`src/rtl/dbg_match_unit.sv`:
```
module dbg_match_unit #(
  parameter int NUM_BP  = 4,
  parameter int NUM_WP  = 4,
  parameter int NUM_CTX = 2,
  parameter int VAL_W   = 32,
  parameter int IDX_W   = 4
) (
  input  logic              clk,
  input  logic              rst_n,
  input  logic              cfg_we,
  input  logic [1:0]        cfg_sel,
  input  logic [IDX_W-1:0]  cfg_idx,
  input  logic [VAL_W-1:0]  cfg_wdata,
  input  logic              debug_mon_en,
  input  logic              debug_allow,
  input  logic [1:0]        cur_el,
  input  logic              in_secure,
  input  logic [31:0]       ctx_id,
  input  logic [VAL_W-1:0]  pc,
  input  logic [NUM_WP-1:0] wp_hit_in,
  input  logic              wp_unpriv,
  output logic [NUM_BP-1:0] bp_vec,
  output logic [NUM_WP-1:0] wp_vec,
  output logic              bp_hit,
  output logic              wp_hit
);
  localparam int BPF    = 14;
  localparam int WPF    = 11;
  localparam int CTX_LO = NUM_BP - NUM_CTX;

  // stored field layout: [0] arm, [2:1] privilege, [3] hyp, [5:4] security,
  // [9:6] link index, [10] linked, [13:10] type (breakpoints only)
  logic [NUM_BP-1:0][BPF-1:0]   bp_ctl;
  logic [NUM_BP-1:0][VAL_W-1:0] bp_val;
  logic [NUM_WP-1:0][WPF-1:0]   wp_ctl;
  logic [NUM_BP-1:0]            ctx_ok;
  logic                         gate;
  logic [1:0]                   wp_el;

  always_ff @(posedge clk or negedge rst_n) begin
    if (!rst_n) begin
      bp_ctl <= '0;
      bp_val <= '0;
      wp_ctl <= '0;
    end else if (cfg_we) begin
      for (int i = 0; i < NUM_BP; i++) begin
        if (cfg_idx == IDX_W'(i) && cfg_sel == 2'd0)
          bp_ctl[i] <= {cfg_wdata[23:13], cfg_wdata[2:0]};
        if (cfg_idx == IDX_W'(i) && cfg_sel == 2'd1)
          bp_val[i] <= cfg_wdata;
      end
      for (int i = 0; i < NUM_WP; i++) begin
        if (cfg_idx == IDX_W'(i) && cfg_sel == 2'd2)
          wp_ctl[i] <= {cfg_wdata[20:13], cfg_wdata[2:0]};
      end
    end
  end

  function automatic logic filt_ok(input logic [5:0] f, input logic [1:0] el,
                                   input logic sec);
    logic s_ok, p_ok;
    case (f[5:4])
      2'd0:    s_ok = 1'b1;
      2'd2:    s_ok = sec;
      default: s_ok = !sec;
    endcase
    case (el)
      2'd0:    p_ok = f[2];
      2'd1:    p_ok = f[1];
      default: p_ok = f[3];
    endcase
    return s_ok && p_ok;
  endfunction

  function automatic logic link_ok(input logic linked, input logic [3:0] lbn,
                                   input logic [NUM_BP-1:0] cv);
    logic r;
    r = !linked;
    for (int k = 0; k < NUM_BP; k++)
      if (linked && lbn == 4'(k) && cv[k]) r = 1'b1;
    return r;
  endfunction

  assign gate  = debug_mon_en & debug_allow;
  assign wp_el = wp_unpriv ? 2'd0 : cur_el;

  for (genvar k = 0; k < NUM_BP; k++) begin : g_ctx
    localparam logic IN_WIN = (k >= CTX_LO);
    assign ctx_ok[k] = IN_WIN && bp_ctl[k][0] && (bp_ctl[k][13:10] == 4'd3) &&
                       (cur_el <= 2'd1) && (bp_val[k][31:0] == ctx_id);
  end

  for (genvar i = 0; i < NUM_BP; i++) begin : g_bp
    assign bp_vec[i] = gate && bp_ctl[i][0] && (bp_val[i] == pc) &&
                       filt_ok(bp_ctl[i][5:0], cur_el, in_secure) &&
                       link_ok(bp_ctl[i][10], bp_ctl[i][9:6], ctx_ok);
  end

  for (genvar i = 0; i < NUM_WP; i++) begin : g_wp
    assign wp_vec[i] = gate && wp_ctl[i][0] && wp_hit_in[i] &&
                       filt_ok(wp_ctl[i][5:0], wp_el, in_secure) &&
                       link_ok(wp_ctl[i][10], wp_ctl[i][9:6], ctx_ok);
  end

  assign bp_hit = |bp_vec;
  assign wp_hit = |wp_vec;
endmodule

```
`config.mk`:
```
export PLATFORM = sky130hd
export DESIGN_NAME = dbg_match_unit
export DESIGN_NICKNAME = d
export VERILOG_FILES = /design/src/rtl/dbg_match_unit.sv
export SDC_FILE = /design/constraint.sdc
export NUM_CORES = 1
export LEC_CHECK = 0
export ABC_AREA = 1
export BUFFER_PORTS_ARGS = -buffer_cell sky130_fd_sc_hd__buf_4
export CORE_MARGIN = 2
export CORE_UTILIZATION = 40
export CTS_BUF_LIST = sky130_fd_sc_hd__clkbuf_8
export CTS_CLUSTER_DIAMETER = 50
export DETAILED_ROUTE_END_ITERATION = 7
export PLACE_DENSITY = 0.55
export SLEW_MARGIN = 10
export SYNTH_ARGS = -nofsm -noshare
export SYNTH_HDL_FRONTEND = slang
export SYNTH_SLANG_ARGS = --single-unit
```
`constraint.sdc`:
```
create_clock -name clk -period 2.3 [get_ports clk]
set_input_delay 0.46 -clock clk [delete_from_list [all_inputs] [get_ports clk]]
set_output_delay 0.46 -clock clk [all_outputs]
set_load 0.03 [all_outputs]
```
Word-level counts from Yosys, hierarchy flattened. Cells that the tools add are included.

Bits in registers: 222. Input port bits: 115. Output and inout bits: 10. Logic and storage cells: 211.

$lt $le $gt $ge: 1. Eq/ne operators: 39. Multiplexer cells: 33. Bitwise logic cells: 1. Reductions and logical operators: 125.

Operator list (count): equality test 32 bit (6); logical AND 1 bit (90); equality test 4 x 2 -> 1 bit (second input constant) (20); case mux 1 bit (2 select lines) (16); AND reduction 2 bit (12); logical NOT 2 bit (11); equality test 2 bit (second input constant) (9); two-way mux 1 bit (16); logical NOT 1 bit (9); OR reduction 4 bit (2); equality test 2 x 1 -> 1 bit (second input constant) (3); equality test 4 x 1 -> 1 bit (second input constant) (1); logical NOT 4 bit (1); <= comparator 2 x 1 -> 1 bit (second input constant) (1); two-way mux 2 bit (1); AND 1 bit (1).

Longest topological paths before layout. Gate-level depths: netlist of the first run.

Depth in word-level cells: 9. Gate-level depth with buffers: 14. Gate-level depth less buffers: 14.

Worst setup path before layout of the first run. Ideal clock, no wire load.

Kind: input port to output port. Start: input port pc[26]. End: output port bp_hit. Data arrival time: 1.606 ns. Required time: 1.840 ns. Slack: 0.234 ns. Stages: 11. Path buffers: 1. Cell sequence: clkbuf_1 xor2_1 nor3_1 nand3_1 nor2_1 nand2_1 nor3_1 nand2_1 nand2_1 inv_1 nand2_1.

Cells in the longest elaborated chain, start to end: 5. Elaborated cells between the ends (all ways): 17. Those cells by class: eq/ne: 4; reduce/logical: 13.

Ends and longest elaborated chain: from (decl) (RTL line 19) `input logic [VAL_W-1:0] pc,`; equality test 32 bit (RTL line 94) `assign bp_vec[i] = gate && bp_ctl[i][0] && (bp_val[i] == pc) &&`; logical AND 1 bit (2 in a row) (RTL line 94); logical AND 1 bit (RTL line 95) `filt_ok(bp_ctl[i][5:0], cur_el, in_secure) &&`; OR reduction 4 bit (*) (RTL line 105) `assign bp_hit = |bp_vec;`; to (decl) (RTL line 24) `output logic bp_hit,`.

Every way passes the cells marked *; elsewhere a longest branch is shown, timed or not.

Final worst setup path of the first run.
Start: register bp_val[102] in the netlist's numbering. End: output port wp_hit.

Cells in the longest elaborated chain, start to end: 6. Elaborated cells between the ends (all ways): 15. Those cells by class: eq/ne: 1; mux: 4; reduce/logical: 10.

Ends and longest elaborated chain: from (decl) (RTL line 34) `logic [NUM_BP-1:0][VAL_W-1:0] bp_val;`; from (signal, indexed assignment) (RTL line 50) `bp_val[i] <= cfg_wdata;`; equality test 32 bit (*) (RTL line 90) `(cur_el <= 2'd1) && (bp_val[k][31:0] == ctx_id);`; logical AND 1 bit (*) (RTL line 90); logical AND 1 bit (RTL line 80) `if (linked && lbn == 4'(k) && cv[k]) r = 1'b1;`; two-way mux 1 bit (RTL line 80); logical AND 1 bit (RTL line 101) `filt_ok(wp_ctl[i][5:0], wp_el, in_secure) &&`; OR reduction 4 bit (*) (RTL line 106) `assign wp_hit = |wp_vec;`; to (decl) (RTL line 25) `output logic wp_hit`.

Marked as above.

==> impl_metrics.yaml, run 1 <==
route:
  drt-total-wl_um: 48550
  vias_per_cell: 5.072
  wl_per_cell_um: 20.25
  first_iter_violations: 976
  drc: 0
  vias: 12160
  drt_pass1_iterations: 6
  ant_nets: 0
worst_setup_path:
  cp-start-kind: "register"
  crit_buf_inv: 5
  critical_path_peak_fanout: 6
  rr_endpoint: "bp_val[65]"
  worstPathArrival_ns: 2.51
  cpMostUsedCell: "nand2_2"
  cpLargestDelayFamily: "simple AND/OR/NAND/NOR gates"
  path_cells: "inv_4 > nand2_2 > nand2_2 > buf_6 > nor2_4 > nand2_2 > nor2_2 > nand2_2 > nor2_2 > buf_6 > nand3_2 > nand3_2 > nand2_2 > nand2_2 > inv_1 > nand2_1 > buf_6"
  critPathSlowestCell: "dfrtp_2"
  cp.required_ns: 1.84
  reg2reg_slack_ns: 1.31
  cp-end-kind: "output port"
  r2r.worst_path.cells: 4
  rr_startpoint: "bp_val[65]"
  critical_path_class: "reg -> out"
  cpPeakStageDelay_ns: 0.44
floorplan:
  die_h_um: 176.1
  io_pins: 125
  core_sq_um: 29400
  rows: 63
  die_x_um: 176.1
  dieArea_sq_um: 31030
  start_util_pct: 40.31
grt:
  antenna_found_initial: 0
  overflow: 0
  grt_pass1_wl_um: 72630
  grt_usage_pct: 31.73
  grt_pass1_vias: 11880
  grt_start_max_net_pins: 65
logic_synthesis:
  async_flop_share_pct: 100.0
  synth_top_area_share_pct: 46.87
  synth_edf_count: 0
  synth_area_leaders: "dfrtp_1, nand2_1, o21ai_0, inv_1, nor2_1"
  yosysMostFrequentCell: "nand2_1"
  synthesis.area_sq_um: 11850
  syn-num-nets: 1753
  ys_seq_area_share_pct: 46.87
  syn_avg_cell_area_sq_um: 7.236
  synth_largest_area_cell: "dfrtp_1"
  synth_commonest_cells: "nand2_1, dfrtp_1, inv_1, o21ai_0, nor2_1"
  ys.flop_type: "dfrtp_1"
  synth_cells: 1638
  synth_warnings: 0
  synth_cell_types: 35
  ys_ff_latch: 222
final_layout:
  final_net_count: 2093
  syn2layout_area_growth_pct: 36.77
  final_cells: 2398
  num-fill-cells: 2943
  antenna_cells: 0
  final_area_sq_um: 16210
  drive_above_1_share_pct: 27.19
  utilization_pct: 55.13
placed_design:
  placed_area_sq_um: 14660
  io_buffers: 124
  placed_cells: 2299
  gp_congestion: 0.9996
  dp_hpwl_um: 37570
power_and_ir_drop:
  power_leakage_nw: 8.111
  power.total_mw: 11.86
  ir_drop_uv: 669.6
  power.density_nw_per_um2: 731.5
timing:
  slew_headroom_pct: 49.76
  setup_viol: 10
  fmax_ghz: 0.3372
  final-max-slew-violation-count: 0
  worst_pin_slew_ns: 0.7527
  post-route-period-util_pct: 128.9
  finalSetupTns_ns: -5.624
  hold_viol: 0
  rsz0062_at_grt: "true"
  finClkSkew_ns: 0
  layout_setup_ws_ns: -0.6655
  min_period_ns: 2.966
hold_path:
  min_from: "cfg_wdata[31]"
  min_path_type: "in -> reg"
  whs_path_depth: 3
  hold_end: "bp_val[31]"
clocking:
  cts-root-buf: "clkbuf_8"
  cts_tree: "built"
  numClockSinks: 222
  htree_levels: 2
  cts_max_path_buffers: 3
  clk_latency_ns: 0.57
  clk_pin_slew_ns: 0.06
  numCtsBuffers: 43
run_status:
  violations: "negative setup slack"
  status: "finished with violations"
run:
  maxCapViolCount: 0
==> power by group <==
part	switching, mW	internal, mW	leakage [nW]
Sequential	0.460	4.46	2.87
Clock	1.83	2.35	0.505
Combinational	1.53	1.23	4.73
==> cell usage in the layout, fill, tap and decap left out, drive strengths merged, types with 2 or more instances in the layout <==
master | synthesis | final
nand2 | 537 | 537
or2 | 2 | 2
dfrtp | 222 | 222
buf | 7 | 350
bufinv | 0 | 2
nor4b | 2 | 2
a31oi | 3 | 3
nand4 | 15 | 15
inv | 225 | 239
a21oi | 19 | 19
o21ai | 239 | 239
o2111ai | 4 | 4
nand3b | 2 | 2
clkbuf | 49 | 54
clkinv | 0 | 3
nor2 | 130 | 130
xnor2 | 34 | 34
clkinvlp | 0 | 2
o22ai | 57 | 57
nor3 | 17 | 17
xor2 | 9 | 9
nand3 | 48 | 48
nor4 | 8 | 8
o211ai | 3 | 3
==> metal layers <==
layer  up-vias  GRT usage, %  share of wire [%]
met5         -             0                  0
met4         0         13.29                4.4
met3       106         3.833                5.6
met2       397         52.52                 47
met1      5749         42.24                 43
li1       5910             -                  -
==> worst max-delay path by stage <==
| stage | startpoint | end | cells past startpoint |
|---|---|---|---|
| floorplan | pc[26] | bp_hit | 11 |
| global route | bp_val[103] | wp_hit | 16 |
| global placement | pc[5] | bp_hit | 15 |
| finish | bp_val[102] | wp_hit | 17 |
| detailed placement | ctx_id[5] | bp_hit | 16 |
| CTS | bp_val[102] | wp_hit | 17 |
==> repair_timing <==
action	in CTS	in global routing
pin swaps	27	47
hold buffers	1	0
gates resized for setup	74	65
endpoints found under the hold margin	43	0
endpoints found under the setup margin	10	10
buffers inserted	9	14
==> per-stage QoR <==
stage / setup slack (ns) / hold WS [ns]
global placement: -0.4190 / 0.4260
CTS: -0.6542 / 0.08567
floorplan: 0.2335 / 0.1644
global route: -0.8302 / 0.1254
detailed placement: -0.4437 / 0.4239
finish: -0.6655 / 0.1078
==> kinds of logic (layout without fill, tap and decap cells) <==
group                     Yosys count  count (layout)  share of synthesized area, %
DFF                               222             222                         46.87
buffers and inverters             281             651                         8.973
xor gates and xnor gates           43              43                         3.178
AOI/OAI and AO/OA                 329             329                         14.84
and+or+nand+nor                   763             763                         26.14
==> worst reg2reg max path, stage by stage (launching register included) <==
cell     delay [ns]
dfrtp_1        0.42
buf_4          0.15
buf_4          0.14
nand2_1        0.06
o21ai_0        0.08
==> area by class of cell <==
type | instances | area, sq um | share of cell area [%]
Clock inverter | 21 | 157.7 | 0.9725
Inverter | 225 | 847.1 | 5.225
Tap cell | 390 | 488.0 | 3.010
Sequential cell | 222 | 5565 | 34.33
Clock buffer | 54 | 743.2 | 4.585
Timing Repair Buffer | 351 | 2805 | 17.30
Multi-Input combinational cell | 1135 | 5604 | 34.57
==> state kept, by name (all words and copies together) (netlist names) <==
register and flops:
bp_ctl 50, bp_val 128, wp_ctl 44
Power figures use the tool's default switching activity.
==> run 2, diff against run 1 <==
--- a/config.mk
+++ b/config.mk
@@ -7,9 +7,9 @@
 export LEC_CHECK = 0
 export ABC_AREA = 1
 export BUFFER_PORTS_ARGS = -buffer_cell sky130_fd_sc_hd__buf_4
+export CORE_ASPECT_RATIO = 1.2
 export CORE_MARGIN = 2
 export CORE_UTILIZATION = 40
-export CTS_BUF_LIST = sky130_fd_sc_hd__clkbuf_8
 export CTS_CLUSTER_DIAMETER = 50
 export DETAILED_ROUTE_END_ITERATION = 7
 export PLACE_DENSITY = 0.55
==> constraint.sdc (replaced) <==
create_clock -name clk -period 2.3 [get_ports clk]
set_input_delay 0.23 -clock clk [delete_from_list [all_inputs] [get_ports clk]]
set_output_delay 0.23 -clock clk [all_outputs]
set_load 0.03 [all_outputs]
==> impl_metrics.yaml, run 2 (synthesis results as in run 1) <==
timing:
  layout_setup_ws_ns: -0.4078
  final-max-slew-violation-count: 0
  slew_headroom_pct: 57.80
  fmax_ghz: 0.3693
  hold_viol: 0
  finalSetupTns_ns: -2.744
  setup_viol: 10
  post-route-period-util_pct: 117.7
  min_period_ns: 2.708
  finClkSkew_ns: 0
  hold_slack_ns: 0.01934
  worst_pin_slew_ns: 0.6323
  rsz0062_at_grt: "true"
run_status:
  violations: "negative setup slack"
  status: "finished with violations"
grt:
  antenna_found_initial: 1
  overflow: 0
  grt_start_max_net_pins: 65
  grt_pass1_vias: 11750
  grt_usage_pct: 32.14
  grt_pass1_wl_um: 72720
power_and_ir_drop:
  p_sw_share_pct: 31.36
  power.total_mw: 12.62
  power_frac_clock_pct: 41.3
  seq_power_share_pct: 39.5
  comb_power_share_pct: 19.2
  power.internal_mw: 8.664
  p_sw_mw: 3.958
  power_leakage_nw: 7.639
  ir_drop_uv: 648.2
  power.density_nw_per_um2: 807.2
floorplan:
  die_h_um: 192.6
  rows: 69
  core_sq_um: 29350
  dieArea_sq_um: 31030
  io_pins: 125
  start_util_pct: 40.38
  die_x_um: 161.1
final_layout:
  final_net_count: 1985
  antenna_cells: 0
  top_regs: "bp_val x128, bp_ctl x50, wp_ctl x44"
  final_area_sq_um: 15640
  regMostFlops: "bp_val"
  drive_above_1_share_pct: 21.08
  largest_reg_flops: 128
  syn2layout_area_growth_pct: 31.92
  regArea_sq_um: 5575
  multi_input_area_sq_um: 5488
  num-fill-cells: 2961
  final_common_cell: "nand2_1"
  final_cell_mix: "nand2_1, buf_4, dfrtp_1"
worst_setup_path:
  cp-end-kind: "output port"
  critical_path_peak_fanout: 4
  critPathSlowestCell: "dfrtp_1"
  worstPathArrival_ns: 2.48
  crit_end: "bp_hit"
  path_cells: "buf_4 > buf_4 > xnor2_1 > nand3_1 > nor2_1 > nand2_1 > nor3_2 > buf_4 > nand2_2 > nand2_1 > inv_1 > nand2_2 > buf_6"
  setup.worst_path.start: "bp_val[123]"
  r2r.worst_path.cells: 4
  critical_path_class: "reg -> out"
  cpMostUsedCell: "buf_4"
  cpPeakStageDelay_ns: 0.41
  cp.required_ns: 2.07
  reg2reg_slack_ns: 1.39
  rr_endpoint: "bp_val[121]"
  rr_startpoint: "bp_val[121]"
  cp-start-kind: "register"
placed_design:
  dp_hpwl_um: 37500
  placed_area_sq_um: 13770
  place_ws_ns: -0.1114
  gp_congestion: 0.9917
  io_buffers: 124
clocking:
  cts_tree: "built"
  clk_pin_slew_ns: 0.06
  cts-root-buf: "clkbuf_16"
  numCtsBuffers: 34
  htree_levels: 2
  cts_max_path_buffers: 3
  clk_latency_ns: 0.52
  numClockSinks: 222
route:
  vias: 11900
  drt-total-wl_um: 48900
  vias_per_cell: 5.214
  wl_per_cell_um: 21.42
  ant_nets: 0
  first_iter_violations: 997
  drt_pass1_iterations: 5
  drc: 0
run:
  maxCapViolCount: 0
hold_path:
  min_path_type: "in -> reg"
==> run 2: metrics by stage <==
step / util [%] / cells
6_report: 53.27 / 2283
3_3_place_gp: 46.92 / 2177
4_1_cts: 52.93 / 2278
5_1_grt: 53.27 / 2283
3_5_place_dp: 46.92 / 2177
2_1_floorplan: - / 1638
==> run 2: worst min-delay path by stage <==
stage / startpoint / end / depth (start not counted)
after floorplan: rst_n / bp_ctl[0] / 0
after global placement: rst_n / bp_ctl[41] / 1
after detailed placement: rst_n / bp_ctl[40] / 1
after CTS: cfg_wdata[26] / bp_val[26] / 3
after global routing: cfg_wdata[25] / bp_val[25] / 3
final: cfg_wdata[26] / bp_val[26] / 3
==> run 2: final cells by class <==
cell class	instances	share of cell area (%)
inverter	225	5.401
sequential	222	35.66
timing repair buffer	252	13.49
clock buffer	42	6.025
multi-input combinational	1135	35.10
tap	390	3.121
clock inverter	17	1.208
==> run 2: timing repair <==
item | 4_1_cts | 5_1_grt
gates resized for setup | 87 | 22
endpoints found under the hold margin | 68 | 0
hold buffers | 21 | 0
endpoints found under the setup margin | 10 | 10
pin swaps | 34 | 17
cloned | 0 | 0
buffers inserted | 21 | 5
==> run 2: power groups by stage <==
stage                     clock network, mW  registers (mW)  logic [mW]
after floorplan                           0            4.83        1.22
after global placement                    0            5.03        2.21
after detailed placement                  0            5.04        2.22
after CTS                              5.28            4.98        2.37
after global routing                   5.46            5.05        2.68
final                                  5.21            4.99        2.42
==> run 2: worst max-delay path, delay by kind of cell, from the launching register on <==
family,cells,cell delay [ns]
simple gates,7,0.71
buf+inv,5,0.57
flops,1,0.41
xor+xnor,1,0.26
==> run 2: routing by layer <==
metal	up-vias	routed length, um	track usage (%)
met5	-	0	0
met4	0	2763	16.04
met3	125	2901	4.341
met2	449	23320	54.44
met1	5637	19920	40.55
li1	5692	-	-
==> run 3, diff against run 2 <==
--- a/config.mk
+++ b/config.mk
@@ -6,13 +6,15 @@
 export NUM_CORES = 1
 export LEC_CHECK = 0
 export ABC_AREA = 1
-export BUFFER_PORTS_ARGS = -buffer_cell sky130_fd_sc_hd__buf_4
+export BUFFER_PORTS_ARGS = -buffer_cell sky130_fd_sc_hd__clkbuf_2
 export CORE_ASPECT_RATIO = 1.2
 export CORE_MARGIN = 2
 export CORE_UTILIZATION = 40
 export CTS_CLUSTER_DIAMETER = 50
 export DETAILED_ROUTE_END_ITERATION = 7
+export HOLD_SLACK_MARGIN = 0.08
 export PLACE_DENSITY = 0.55
+export REMOVE_ABC_BUFFERS = 1
 export SLEW_MARGIN = 10
 export SYNTH_ARGS = -nofsm -noshare
 export SYNTH_HDL_FRONTEND = slang
==> impl_metrics.yaml, run 3 (synthesis results as in run 1) <==
run_status:
  status: "finished with violations"
  violations: "negative setup slack"
final_layout:
  drive_above_1_share_pct: 23.87
  regMostFlops: "bp_val"
  final_cells: 2297
  final_cell_mix: "nand2_1, dfrtp_1, inv_1"
  syn2layout_area_growth_pct: 32.50
  largest_reg_flops: 128
  top_regs: "bp_val x128, bp_ctl x50, wp_ctl x44"
  final_common_cell: "nand2_1"
  final_net_count: 1998
worst_setup_path:
  critical_path_class: "reg -> out"
  cp.required_ns: 2.07
  rr_startpoint: "bp_val[73]"
  worstPathArrival_ns: 2.54
  cp-end-kind: "output port"
  cpMostUsedCell: "nand2_2"
  cpPeakStageDelay_ns: 0.43
  reg2reg_slack_ns: 1.38
  cp-start-kind: "register"
  critPathSlowestCell: "dfrtp_1"
  r2r.worst_path.cells: 4
  critical_path_peak_fanout: 4
  path_cells: "inv_2 > nand2_2 > a21oi_2 > buf_4 > nand4_1 > nor2_1 > nand2_1 > nor3_2 > buf_4 > nand2_4 > nand2_2 > inv_2 > nand2_2 > buf_8"
  rr_endpoint: "bp_val[73]"
timing:
  post-route-period-util_pct: 120.5
  rsz0062_at_grt: "true"
  finClkSkew_ns: 0
  min_period_ns: 2.771
  final-max-slew-violation-count: 0
  setup_viol: 10
  slew_headroom_pct: 54.38
  fmax_ghz: 0.3609
  hold_viol: 0
  layout_setup_ws_ns: -0.4711
  worst_pin_slew_ns: 0.6826
route:
  first_iter_violations: 1120
  drt_pass1_iterations: 5
  vias: 11850
  ant_nets: 0
  vias_per_cell: 5.160
  drt-total-wl_um: 48030
  drc: 0
  wl_per_cell_um: 20.91
power_and_ir_drop:
  power.total_mw: 12.33
  p_sw_share_pct: 31.98
  power.internal_mw: 8.387
  power_frac_clock_pct: 39.5
  ir_drop_uv: 539.3
  seq_power_share_pct: 40.3
  comb_power_share_pct: 20.2
  power_leakage_nw: 7.700
  power.density_nw_per_um2: 785.0
  p_sw_mw: 3.942
placed_design:
  placed_cells: 2180
  dp_hpwl_um: 36680
  gp_congestion: 1.057
  io_buffers: 124
floorplan:
  rows: 69
  start_util_pct: 40.38
  core_sq_um: 29350
  die_x_um: 161.1
  dieArea_sq_um: 31030
  io_pins: 125
  die_h_um: 192.6
clocking:
  cts_tree: "built"
  clk_latency_ns: 0.55
  numCtsBuffers: 31
  clk_pin_slew_ns: 0.06
  cts-root-buf: "clkbuf_16"
  htree_levels: 1
  cts_max_path_buffers: 3
  numClockSinks: 222
grt:
  grt_start_max_net_pins: 65
  grt_pass1_wl_um: 70840
  antenna_found_initial: 0
  grt_usage_pct: 30.83
  grt_pass1_vias: 11480
  overflow: 0
run:
  maxCapViolCount: 0
hold_path:
  min_path_type: "in -> async"
run 3: metal layers:
metal  track usage, %  vias to the layer above  wire length (um)
met3            3.159                       97              2744
met4            10.95                        0              2005
met5                0                        -                 0
li1                 -                     5719                 -
met2            54.59                      393             23580
met1            39.34                     5644             19700
run 3: metrics by stage:
stage | hold slack, ns | util [%] | setup TNS, ns | worst slack [ns] | instance area (sq um)
floorplan | -0.06559 | - | 0 | 0.1404 | 11630
global placement | 0.2191 | 45.95 | -1.045 | -0.5464 | 13490
detailed placement | 0.2131 | 45.95 | -0.8790 | -0.4631 | 13490
CTS | 0.2312 | 52.21 | -3.019 | -0.4225 | 15330
global route | 0.2553 | 53.50 | -3.785 | -0.5128 | 15700
finish | 0.2231 | 53.50 | -3.041 | -0.4711 | 15710
run 3: layout make-up:
cell class / count / area, sq um
flip-flops and latches: 222 / 5573
diodes: 1 / 2.502
multi-input cells: 1135 / 5710
well taps: 390 / 488.0
clock buffers: 40 / 869.6
clock inverters: 16 / 183.9
fillers: 2862 / 13650
repair buffers: 268 / 2031
inverters: 225 / 847.1
run 3: worst max-delay path: cells and delay by family (launching register included):
family | cells | cell delay (ns)
flip-flops | 1 | 0.43
buffers and inverters | 5 | 0.57
AND/OR/NAND/NOR | 8 | 0.86
AO/OA/AOI/OAI | 1 | 0.13
run 3: worst max path at each step:
stage | startpoint | endpoint | slack (ns) | cells after the start
6_report | bp_val[111] | bp_hit | -0.47 | 14
2_1_floorplan | cfg_idx[3] | bp_val[0] | 0.14 | 4
4_1_cts | bp_val[111] | bp_hit | -0.42 | 14
3_5_place_dp | pc[23] | bp_hit | -0.46 | 12
3_3_place_gp | pc[23] | bp_hit | -0.55 | 12
5_1_grt | bp_val[111] | bp_hit | -0.51 | 14
run 3: power groups by stage:
stage / clock network (mW) / registers [mW] / logic (mW)
floorplan: 0 / 4.83 / 1.20
global placement: 0 / 5.00 / 2.17
detailed placement: 0 / 5.01 / 2.19
CTS: 4.93 / 4.95 / 2.34
global route: 5.10 / 5.03 / 2.73
finish: 4.87 / 4.97 / 2.49
run 3: timing repair:
item | in CTS | in global routing
hold buffers | 32 | 0
endpoints found under the hold margin | 258 | 0
setup endpoints to repair | 10 | 10
setup buffers | 12 | 16
gates resized for setup | 101 | 94
pin swaps | 19 | 54
